==> src/rtl/dma_seq_pkg.sv <==
package dma_seq_pkg;

  typedef enum logic [2:0] {
    ST_IDLE  = 3'd0,
    ST_FETCH = 3'd1,
    ST_RUN   = 3'd2,
    ST_NEXT  = 3'd3,
    ST_DONE  = 3'd4
  } seq_state_e;

  localparam logic [1:0] NB_CONTIG = 2'd0;
  localparam logic [1:0] NB_REPLAY = 2'd1;
  localparam logic [1:0] NB_CHAIN  = 2'd2;

  function automatic logic mode_is_chain(input logic [1:0] m);
    return m == NB_CHAIN;
  endfunction

  function automatic logic mode_is_replay(input logic [1:0] m);
    return m == NB_REPLAY;
  endfunction

endpackage

==> src/rtl/dma_cfg_regs.sv <==
module dma_cfg_regs #(
  parameter int AW = 32,
  parameter int LW = 16,
  parameter int CW = 8
) (
  input  logic          clk,
  input  logic          rst_n,
  input  logic          we,
  input  logic [2:0]    addr,
  input  logic [AW-1:0] wdata,
  input  logic          busy,
  output logic [AW-1:0] src0,
  output logic [AW-1:0] dst0,
  output logic [LW-1:0] len0,
  output logic [AW-1:0] dptr0,
  output logic [1:0]    msrc,
  output logic [1:0]    mdst,
  output logic [CW-1:0] nbuf,
  output logic          start
);
  localparam int NB_LSB = 8;

  logic wr_ok;
  assign wr_ok = we && !busy;
  assign start = wr_ok && (addr == 3'd5) && wdata[0];

  always_ff @(posedge clk) begin
    if (!rst_n) begin
      src0  <= '0;
      dst0  <= '0;
      len0  <= '0;
      dptr0 <= '0;
      msrc  <= '0;
      mdst  <= '0;
      nbuf  <= '0;
    end else if (wr_ok) begin
      case (addr)
        3'd0: src0  <= wdata;
        3'd1: dst0  <= wdata;
        3'd2: len0  <= wdata[LW-1:0];
        3'd3: dptr0 <= wdata;
        3'd4: begin
          msrc <= wdata[1:0];
          mdst <= wdata[3:2];
          nbuf <= wdata[NB_LSB+CW-1:NB_LSB];
        end
        default: ;
      endcase
    end
  end

  AST_CFG_FROZEN: assert property (@(posedge clk) disable iff (!rst_n)
    busy |=> $stable(src0) && $stable(dst0) && $stable(len0) && $stable(dptr0)
             && $stable(msrc) && $stable(mdst) && $stable(nbuf));

endmodule

==> src/rtl/dma_addr_side.sv <==
module dma_addr_side
  import dma_seq_pkg::*;
#(
  parameter int AW   = 32,
  parameter int STEP = 4
) (
  input  logic          clk,
  input  logic          rst_n,
  input  logic [1:0]    mode,
  input  logic [AW-1:0] init_addr,
  input  logic          load_init,
  input  logic          desc_hit,
  input  logic [AW-1:0] desc_word,
  input  logic          step,
  input  logic          buf_adv,
  output logic [AW-1:0] cur
);
  function automatic logic [AW-1:0] after_buffer(input logic [1:0] m,
                                                 input logic [AW-1:0] here,
                                                 input logic [AW-1:0] origin);
    return mode_is_replay(m) ? origin : here;
  endfunction

  function automatic logic [AW-1:0] beat_advance(input logic [AW-1:0] a);
    return a + AW'(STEP);
  endfunction

  logic take_desc;
  assign take_desc = desc_hit && mode_is_chain(mode);

  always_ff @(posedge clk) begin
    if (!rst_n)          cur <= '0;
    else if (load_init)  cur <= init_addr;
    else if (take_desc)  cur <= desc_word;
    else if (step)       cur <= beat_advance(cur);
    else if (buf_adv)    cur <= after_buffer(mode, cur, init_addr);
  end

  AST_REPLAY_RESTART: assert property (@(posedge clk) disable iff (!rst_n)
    (buf_adv && !load_init && !take_desc && !step && mode_is_replay(mode))
      |=> cur == $past(init_addr));

  AST_CHAIN_LOAD: assert property (@(posedge clk) disable iff (!rst_n)
    (take_desc && !load_init) |=> cur == $past(desc_word));

endmodule

==> src/rtl/dma_chain_seq.sv <==
module dma_chain_seq
  import dma_seq_pkg::*;
#(
  parameter int AW         = 32,
  parameter int LW         = 16,
  parameter int CW         = 8,
  parameter int BEAT_BYTES = 4
) (
  input  logic          clk,
  input  logic          rst_n,
  input  logic          cfg_we,
  input  logic [2:0]    cfg_addr,
  input  logic [AW-1:0] cfg_wdata,
  output logic          busy,
  output logic          rd_req,
  output logic [AW-1:0] rd_addr,
  input  logic          rd_ack,
  input  logic [AW-1:0] rd_data,
  output logic          beat_req,
  output logic [AW-1:0] beat_src,
  output logic [AW-1:0] beat_dst,
  input  logic          beat_ack,
  output logic          irq
);
  localparam int NSIDE = 2;
  localparam int DESC_WORDS = 4;
  localparam int FIW = $clog2(DESC_WORDS);

  seq_state_e     state;
  logic [FIW-1:0] fidx;
  logic [LW-1:0]  remain;
  logic [CW-1:0]  bufs_done;
  logic [AW-1:0]  fptr, d_next;
  logic           d_last;

  logic [AW-1:0] src0, dst0, dptr0;
  logic [LW-1:0] len0;
  logic [1:0]    msrc, mdst;
  logic [CW-1:0] nbuf;
  logic          start;

  dma_cfg_regs #(.AW(AW), .LW(LW), .CW(CW)) u_cfg (
    .clk(clk), .rst_n(rst_n), .we(cfg_we), .addr(cfg_addr), .wdata(cfg_wdata),
    .busy(busy), .src0(src0), .dst0(dst0), .len0(len0), .dptr0(dptr0),
    .msrc(msrc), .mdst(mdst), .nbuf(nbuf), .start(start)
  );

  function automatic logic [AW-1:0] desc_word_addr(input logic [AW-1:0] base,
                                                   input logic [FIW-1:0] idx);
    return base + AW'({idx, 2'b00});
  endfunction

  function automatic logic [CW:0] eff_count(input logic [CW-1:0] n);
    return (n == '0) ? (CW+1)'(1) : {1'b0, n};
  endfunction

  // named internal events
  logic rd_fire, beat_fire, chain_any, last_buf, buf_adv, buf_end;
  assign rd_fire   = rd_req && rd_ack;
  assign beat_fire = beat_req && beat_ack;
  assign chain_any = mode_is_chain(msrc) || mode_is_chain(mdst);
  assign last_buf  = chain_any ? (d_last || (d_next == '0))
                               : (({1'b0, bufs_done} + (CW+1)'(1)) >= eff_count(nbuf));
  assign buf_end   = (state == ST_NEXT);
  assign buf_adv   = buf_end && !last_buf;

  assign busy     = (state != ST_IDLE);
  assign rd_req   = (state == ST_FETCH);
  assign rd_addr  = desc_word_addr(fptr, fidx);
  assign beat_req = (state == ST_RUN) && (remain != '0);
  assign irq      = (state == ST_DONE);

  logic [1:0]    side_mode [NSIDE];
  logic [AW-1:0] side_init [NSIDE];
  logic [AW-1:0] side_cur  [NSIDE];
  assign side_mode[0] = msrc;
  assign side_mode[1] = mdst;
  assign side_init[0] = src0;
  assign side_init[1] = dst0;

  for (genvar g = 0; g < NSIDE; g++) begin : g_side
    dma_addr_side #(.AW(AW), .STEP(BEAT_BYTES)) u_side (
      .clk(clk), .rst_n(rst_n), .mode(side_mode[g]), .init_addr(side_init[g]),
      .load_init(start), .desc_hit(rd_fire && (fidx == FIW'(g))),
      .desc_word(rd_data), .step(beat_fire), .buf_adv(buf_adv),
      .cur(side_cur[g])
    );
  end

  assign beat_src = side_cur[0];
  assign beat_dst = side_cur[1];

  always_ff @(posedge clk) begin
    if (!rst_n) begin
      state     <= ST_IDLE;
      fidx      <= '0;
      remain    <= '0;
      bufs_done <= '0;
      fptr      <= '0;
      d_next    <= '0;
      d_last    <= 1'b0;
    end else begin
      case (state)
        ST_IDLE: if (start) begin
          bufs_done <= '0;
          remain    <= len0;
          fptr      <= dptr0;
          fidx      <= '0;
          d_last    <= 1'b0;
          d_next    <= '0;
          state     <= chain_any ? ST_FETCH : ST_RUN;
        end
        ST_FETCH: if (rd_fire) begin
          fidx <= fidx + 1'b1;
          if (fidx == FIW'(2)) begin
            remain <= rd_data[LW-1:0];
            d_last <= rd_data[AW-1];
          end
          if (fidx == FIW'(3)) begin
            d_next <= rd_data;
            state  <= ST_RUN;
          end
        end
        ST_RUN: begin
          if (remain == '0)   state  <= ST_NEXT;
          else if (beat_fire) remain <= remain - 1'b1;
        end
        ST_NEXT: begin
          bufs_done <= bufs_done + 1'b1;
          if (last_buf) state <= ST_DONE;
          else begin
            remain <= len0;
            if (chain_any) begin
              fptr  <= d_next;
              fidx  <= '0;
              state <= ST_FETCH;
            end else begin
              state <= ST_RUN;
            end
          end
        end
        ST_DONE:  state <= ST_IDLE;
        default:  state <= ST_IDLE;
      endcase
    end
  end

  AST_IDLE_QUIET: assert property (@(posedge clk) disable iff (!rst_n)
    !busy |-> !beat_req && !rd_req && !irq);

  AST_START_BUSY: assert property (@(posedge clk) disable iff (!rst_n)
    start |=> busy);

  AST_BEAT_HOLD: assert property (@(posedge clk) disable iff (!rst_n)
    (beat_req && !beat_ack) |=> beat_req && $stable(beat_src) && $stable(beat_dst));

  AST_BEAT_STEP: assert property (@(posedge clk) disable iff (!rst_n)
    (beat_fire && beat_req) |=> !beat_req || (beat_src == $past(beat_src) + AW'(BEAT_BYTES)));

  AST_RD_HOLD: assert property (@(posedge clk) disable iff (!rst_n)
    (rd_req && !rd_ack) |=> rd_req && $stable(rd_addr));

  AST_ONE_REQ: assert property (@(posedge clk) disable iff (!rst_n)
    !(rd_req && beat_req));

  AST_IRQ_PULSE: assert property (@(posedge clk) disable iff (!rst_n)
    irq |=> !irq && !busy);

endmodule

==> config.mk <==
export PLATFORM = sky130hd
export DESIGN_NAME = dma_chain_seq
export DESIGN_NICKNAME = d
export VERILOG_FILES = /design/src/rtl/dma_seq_pkg.sv /design/src/rtl/dma_cfg_regs.sv /design/src/rtl/dma_addr_side.sv /design/src/rtl/dma_chain_seq.sv
export SDC_FILE = /design/constraint.sdc
export NUM_CORES = 1
export LEC_CHECK = 0
export BUFFER_PORTS_ARGS = -buffer_cell sky130_fd_sc_hd__buf_2
export CORE_ASPECT_RATIO = 0.6
export CORE_UTILIZATION = 41
export CTS_BUF_LIST = sky130_fd_sc_hd__clkbuf_16
export DETAILED_ROUTE_END_ITERATION = 16
export MAX_ROUTING_LAYER = met4
export PLACE_DENSITY_LB_ADDON = 0.1
export SYNTH_ARGS = -nofsm -noshare
export SYNTH_HDL_FRONTEND = slang
export SYNTH_SLANG_ARGS = --single-unit
export TNS_END_PERCENT = 30
==> constraint.sdc <==
create_clock -name clk -period 7.05 [get_ports clk]
set_clock_uncertainty 0.1 [all_clocks]
set_input_delay 0.3525 -clock clk [delete_from_list [all_inputs] [get_ports clk]]
set_output_delay 0.3525 -clock clk [all_outputs]
set_load 0.1 [all_outputs]
==> impl_results.html <==
<table>
<tr><th>Metric</th><th>Value</th></tr>
<tr><th colspan="2">Timing</th></tr>
<tr><td>Setup repair after global routing missed its margin</td><td>no</td></tr>
<tr><td>Worst Tran Pin Value</td><td>approximately 1.3 ns</td></tr>
<tr><td>Highest Clock Rate</td><td>227 MHz</td></tr>
<tr><td>Slew headroom</td><td>0.135</td></tr>
<tr><td>Hold slack final</td><td>~0.018 ns</td></tr>
<tr><td>Hold Fails Final Rpt</td><td>0</td></tr>
<tr><td>Final-layout setup total negative slack</td><td>0 ns</td></tr>
<tr><td>Crit share post-route</td><td>0.626</td></tr>
<tr><td>Final Setup Violations</td><td>0</td></tr>
<tr><td>Final period demand of the worst path</td><td>4.41 ns</td></tr>
<tr><td>Number of max-slew violations in the final report</td><td>0</td></tr>
<tr><th colspan="2">Status</th></tr>
<tr><td>Outcome</td><td>finished clean</td></tr>
<tr><th colspan="2">Cells and area</th></tr>
<tr><td>Core Util, Final</td><td>0.490</td></tr>
<tr><td>Area of all placed cells without fillers</td><td>16,100 µm²</td></tr>
<tr><td>Final net count</td><td>between 1,500 and 2,000</td></tr>
<tr><td>Synthesis-to-finish area growth</td><td>15.9%</td></tr>
<tr><td>Share of cells above drive strength 1</td><td>0.138</td></tr>
<tr><th colspan="2">Critical path</th></tr>
<tr><td>Worst reg-to-reg setup slack</td><td>roughly 2.6 ns</td></tr>
<tr><td>Top Family by Delay on Critical Path</td><td>simple AND/OR/NAND/NOR gates</td></tr>
<tr><td>CP Data Arrival Time</td><td>between 4 and 5 ns</td></tr>
<tr><td>Total buffers and inverters traversed by the critical path</td><td>1</td></tr>
<tr><td>Critical path data required time</td><td>7.31 ns</td></tr>
<tr><td>Cells along the critical path</td><td>ha_1 &gt; and3_1 &gt; nand3_1 &gt; xnor2_1 &gt; ha_1 &gt; a21oi_1 &gt; o21ai_0 &gt; and2_1 &gt; o21a_1 &gt; o21ai_2 &gt; buf_4 &gt; and2_1 &gt; a311oi_1</td></tr>
<tr><td>Startpoint kind of the worst setup timing path</td><td>flop</td></tr>
<tr><td>Highest fanout seen on the critical path</td><td>33</td></tr>
<tr><td>Class of the most critical setup path</td><td>reg -&gt; reg</td></tr>
<tr><td>Capture point of the critical path</td><td>fptr[13]</td></tr>
<tr><td>Type of destination of the critical path</td><td>flop</td></tr>
<tr><td>Highest cell delay on the worst timing path</td><td>slightly above 1 ns</td></tr>
<tr><td>Cell count along the critical path</td><td>13</td></tr>
<tr><td>Worst-path cell with the longest stage delay</td><td>and2_1</td></tr>
<tr><td>Start point of the critical path</td><td>bufs_done[0]</td></tr>
<tr><td>Startpoint of the worst register-to-register path</td><td>bufs_done[0]</td></tr>
<tr><td>Worst r2r path cells</td><td>13</td></tr>
<tr><td>Endpoint of the worst register-to-register path</td><td>fptr[13]</td></tr>
<tr><th colspan="2">Drt</th></tr>
<tr><td>Average detailed-routed wire length per instance</td><td>20.8 µm</td></tr>
<tr><td>1st-pass router iterations</td><td>6</td></tr>
<tr><td>Post-route DRC violation count</td><td>0</td></tr>
<tr><td>Vias per cell</td><td>5.85</td></tr>
<tr><td>Routed WL</td><td>49.3 mm</td></tr>
<tr><td>Count of nets left with antenna violations after detail routing</td><td>0</td></tr>
<tr><td>Total via count after detailed routing</td><td>roughly 14,000</td></tr>
<tr><td>Drt first-iter violations</td><td>1,246</td></tr>
<tr><th colspan="2">Die</th></tr>
<tr><td>Chip Height</td><td>145 µm</td></tr>
<tr><td>Area of the core</td><td>32,900 µm²</td></tr>
<tr><td>Die Span X</td><td>~240 µm</td></tr>
<tr><td>Count of pins on the block boundary</td><td>172</td></tr>
<tr><td>Effective utilization at floorplan</td><td>0.423</td></tr>
<tr><td>Number of standard-cell rows in the floorplan</td><td>slightly above 50</td></tr>
<tr><td>Full die area</td><td>around 35,000 µm²</td></tr>
<tr><th colspan="2">Global routing</th></tr>
<tr><td>Number of antenna violations at the first check in global routing</td><td>2</td></tr>
<tr><td>Largest net degree at the start of global routing</td><td>190</td></tr>
<tr><td>Remaining Overflow, GRT</td><td>0</td></tr>
<tr><td>Combined global-route utilization of all metal layers</td><td>0.288</td></tr>
<tr><td>Global-route wire length before repair</td><td>around 75 mm</td></tr>
<tr><td>Via count of the first global-routing pass</td><td>around 13,000</td></tr>
<tr><th colspan="2">Logic synthesis</th></tr>
<tr><td>Nets in the synthesized netlist</td><td>around 1,900</td></tr>
<tr><td>Mapped cell area</td><td>between 10,000 and 15,000 µm²</td></tr>
<tr><td>Number of distinct library cells after synthesis</td><td>77</td></tr>
<tr><td>Sequential-to-total area share from yosys stat</td><td>0.407</td></tr>
<tr><td>Synthesized instance count</td><td>1,778</td></tr>
<tr><td>Synth area leader</td><td>dfxtp_1</td></tr>
<tr><td>Leading cell types by count after synthesis</td><td>nand2_1 (357), dfxtp_1 (282), a21oi_1 (230), nor2_1 (112), nand3_1 (97)</td></tr>
<tr><td>EDFF count, synth</td><td>0</td></tr>
<tr><td>Post-synthesis async set-or-reset flop share</td><td>0</td></tr>
<tr><td>Post-synth top area share</td><td>0.407</td></tr>
<tr><td>Dominant cell by count in the synthesized netlist</td><td>nand2_1</td></tr>
<tr><td>Ranking of synthesized cells by area</td><td>dfxtp_1 (41%), nand2_1 (9.7%), a21oi_1 (8.3%)</td></tr>
<tr><td>Number of warnings issued by yosys</td><td>0</td></tr>
<tr><td>Register bit total from synthesis</td><td>282</td></tr>
<tr><td>Average cell area after synthesis</td><td>7.81 µm²</td></tr>
<tr><td>Flip-flop cell with the highest count after synthesis</td><td>dfxtp_1</td></tr>
<tr><th colspan="2">Placed design</th></tr>
<tr><td>DP Wirelength</td><td>33.4 mm</td></tr>
<tr><td>I/O Buffers</td><td>~170</td></tr>
<tr><td>Placed Area</td><td>14,900 µm²</td></tr>
<tr><td>RePlAce Congestion</td><td>between 0.9 and 1</td></tr>
<tr><th colspan="2">Clock network</th></tr>
<tr><td>Number of gates resized after cts</td><td>0</td></tr>
<tr><td>Maximum clock insertion buffer count</td><td>3</td></tr>
<tr><td>Buffer count from post-CTS setup fixing</td><td>0</td></tr>
<tr><td>Clock tree from TritonCTS</td><td>built</td></tr>
<tr><td>Clock sink count</td><td>~280</td></tr>
<tr><td>Number of buffers created by CTS</td><td>29</td></tr>
<tr><td>Clock latency reported for the late side of the worst-skew pair</td><td>0.56 ns</td></tr>
<tr><td>Clock root buffer master</td><td>clkbuf_16</td></tr>
<tr><td>Maximum level of the CTS H-tree</td><td>1</td></tr>
<tr><td>Register clock-pin slew on the reported worst setup and hold paths</td><td>0.06 ns</td></tr>
<tr><th colspan="2">Min path</th></tr>
<tr><td>Hold path depth</td><td>3</td></tr>
<tr><td>Hold wc startpoint</td><td>rd_data[3]</td></tr>
<tr><td>Worst min-delay path category</td><td>in -&gt; reg</td></tr>
<tr><th colspan="2">Power and ir drop</th></tr>
<tr><td>VDD IR max</td><td>between 0.15 and 0.2 mV</td></tr>
<tr><td>Total power divided by cell area</td><td>211 nW/µm²</td></tr>
<tr><td>Leakage power total</td><td>5.96 nW</td></tr>
<tr><td>Power Total</td><td>3.40 mW</td></tr>
<tr><th colspan="2">Run</th></tr>
<tr><td>Number of max-cap violations</td><td>0</td></tr>
</table>
## state kept, by name, indices dropped and copies added, names as in the netlist, 3 cells and up
register	flops
bufs_done	8
d_next	32
fptr	32
g_side.u_side.cur	64
remain	16
state	3
u_cfg.dptr0	32
u_cfg.dst0	32
u_cfg.len0	16
u_cfg.nbuf	8
u_cfg.src0	32
## per-stage QoR
stage | cells | setup slack [ns]
floorplan | 1778 | 3.21
global placement | 2287 | 2.81
detailed placement | 2287 | 2.68
CTS | 2367 | 2.63
global route | 2371 | 2.32
finish | 2371 | 2.64
## per-layer routing
metal	GRT usage	part of all wire	vias to the layer above
li1	-	-	6604
met1	0.389	0.46	6704
met2	0.439	0.44	488
met3	0.0529	0.079	78
met4	0.0769	0.022	0
met5	-	0	-
## cell families (layout without fill, tap and decap cells)
family,Yosys count,in the layout,share of synthesized area
and+or+nand+nor,703,703,0.229
xor gates and xnor gates,66,66,0.0416
buffers and inverters,165,306,0.0510
adders and majority gates,19,19,0.0177
AOI/OAI and AO/OA,506,506,0.228
DFF,282,282,0.407
other,0,2,0
muxes,37,37,0.0267
## worst reg2reg max path, cell delays in order, from the launching register on
cell      delay, ns
dfxtp_1        0.40
ha_1           0.27
and3_1         0.23
nand3_1        0.10
xnor2_1        0.21
ha_1           0.29
a21oi_1        0.15
o21ai_0        0.10
and2_1         0.17
o21a_1         0.35
o21ai_2        0.20
buf_4          0.37
and2_1         1.03
a311oi_1       0.25
## cell type report
| class | count | area (µm²) |
|---|---|---|
| flip-flops and latches | 282 | 5650 |
| clock inverters | 21 | 114 |
| fillers | 3305 | 16800 |
| multi-input cells | 1331 | 7570 |
| repair buffers | 224 | 1350 |
| diodes | 2 | 5.00 |
| clock buffers | 29 | 726 |
| well taps | 450 | 563 |
| inverters | 32 | 128 |
## where the power goes
group / internal [mW] / leakage, nW / switching [mW]
Sequential: 1.62 / 2.28 / 0.0226
Combinational: 0.0894 / 3.25 / 0.241
Clock: 0.774 / 0.441 / 0.653
## layout by cell type (no fill, tap or decap), drive strengths merged, types with 13 or more instances in the layout
cell	Yosys	routed
nand2	358	358
dfxtp	282	282
a21oi	230	230
buf	41	192
nor2	113	113
nand3	97	97
o21ai	81	81
xnor2	41	41
inv	32	40
mux2i	37	37
a311oi	34	34
dlygate4sd3	0	32
clkbuf	92	29
xor2	25	25
and3	25	25
o22ai	24	24
nand4	22	22
a211oi	21	21
nor4	20	20
nor3	19	19
ha	18	18
o221ai	14	14
or3	13	13
a31oi	13	13
## worst min path at each step
stage / to / slack [ns]
4_1_cts: u_cfg.dst0[20] / 0.0008
6_report: d_next[3] / 0.02
3_5_place_dp: u_cfg.src0[11] / 0.35
2_1_floorplan: u_cfg.src0[31] / 0.33
3_3_place_gp: u_cfg.src0[27] / 0.34
5_1_grt: u_cfg.dptr0[0] / 0.01
## what timing repair did
item                                    in CTS  in global routing
hold buffers                                30                  2
endpoints found under the hold margin       61                  3
endpoints found under the setup margin       0                  0
Power figures use the tool's default switching activity.
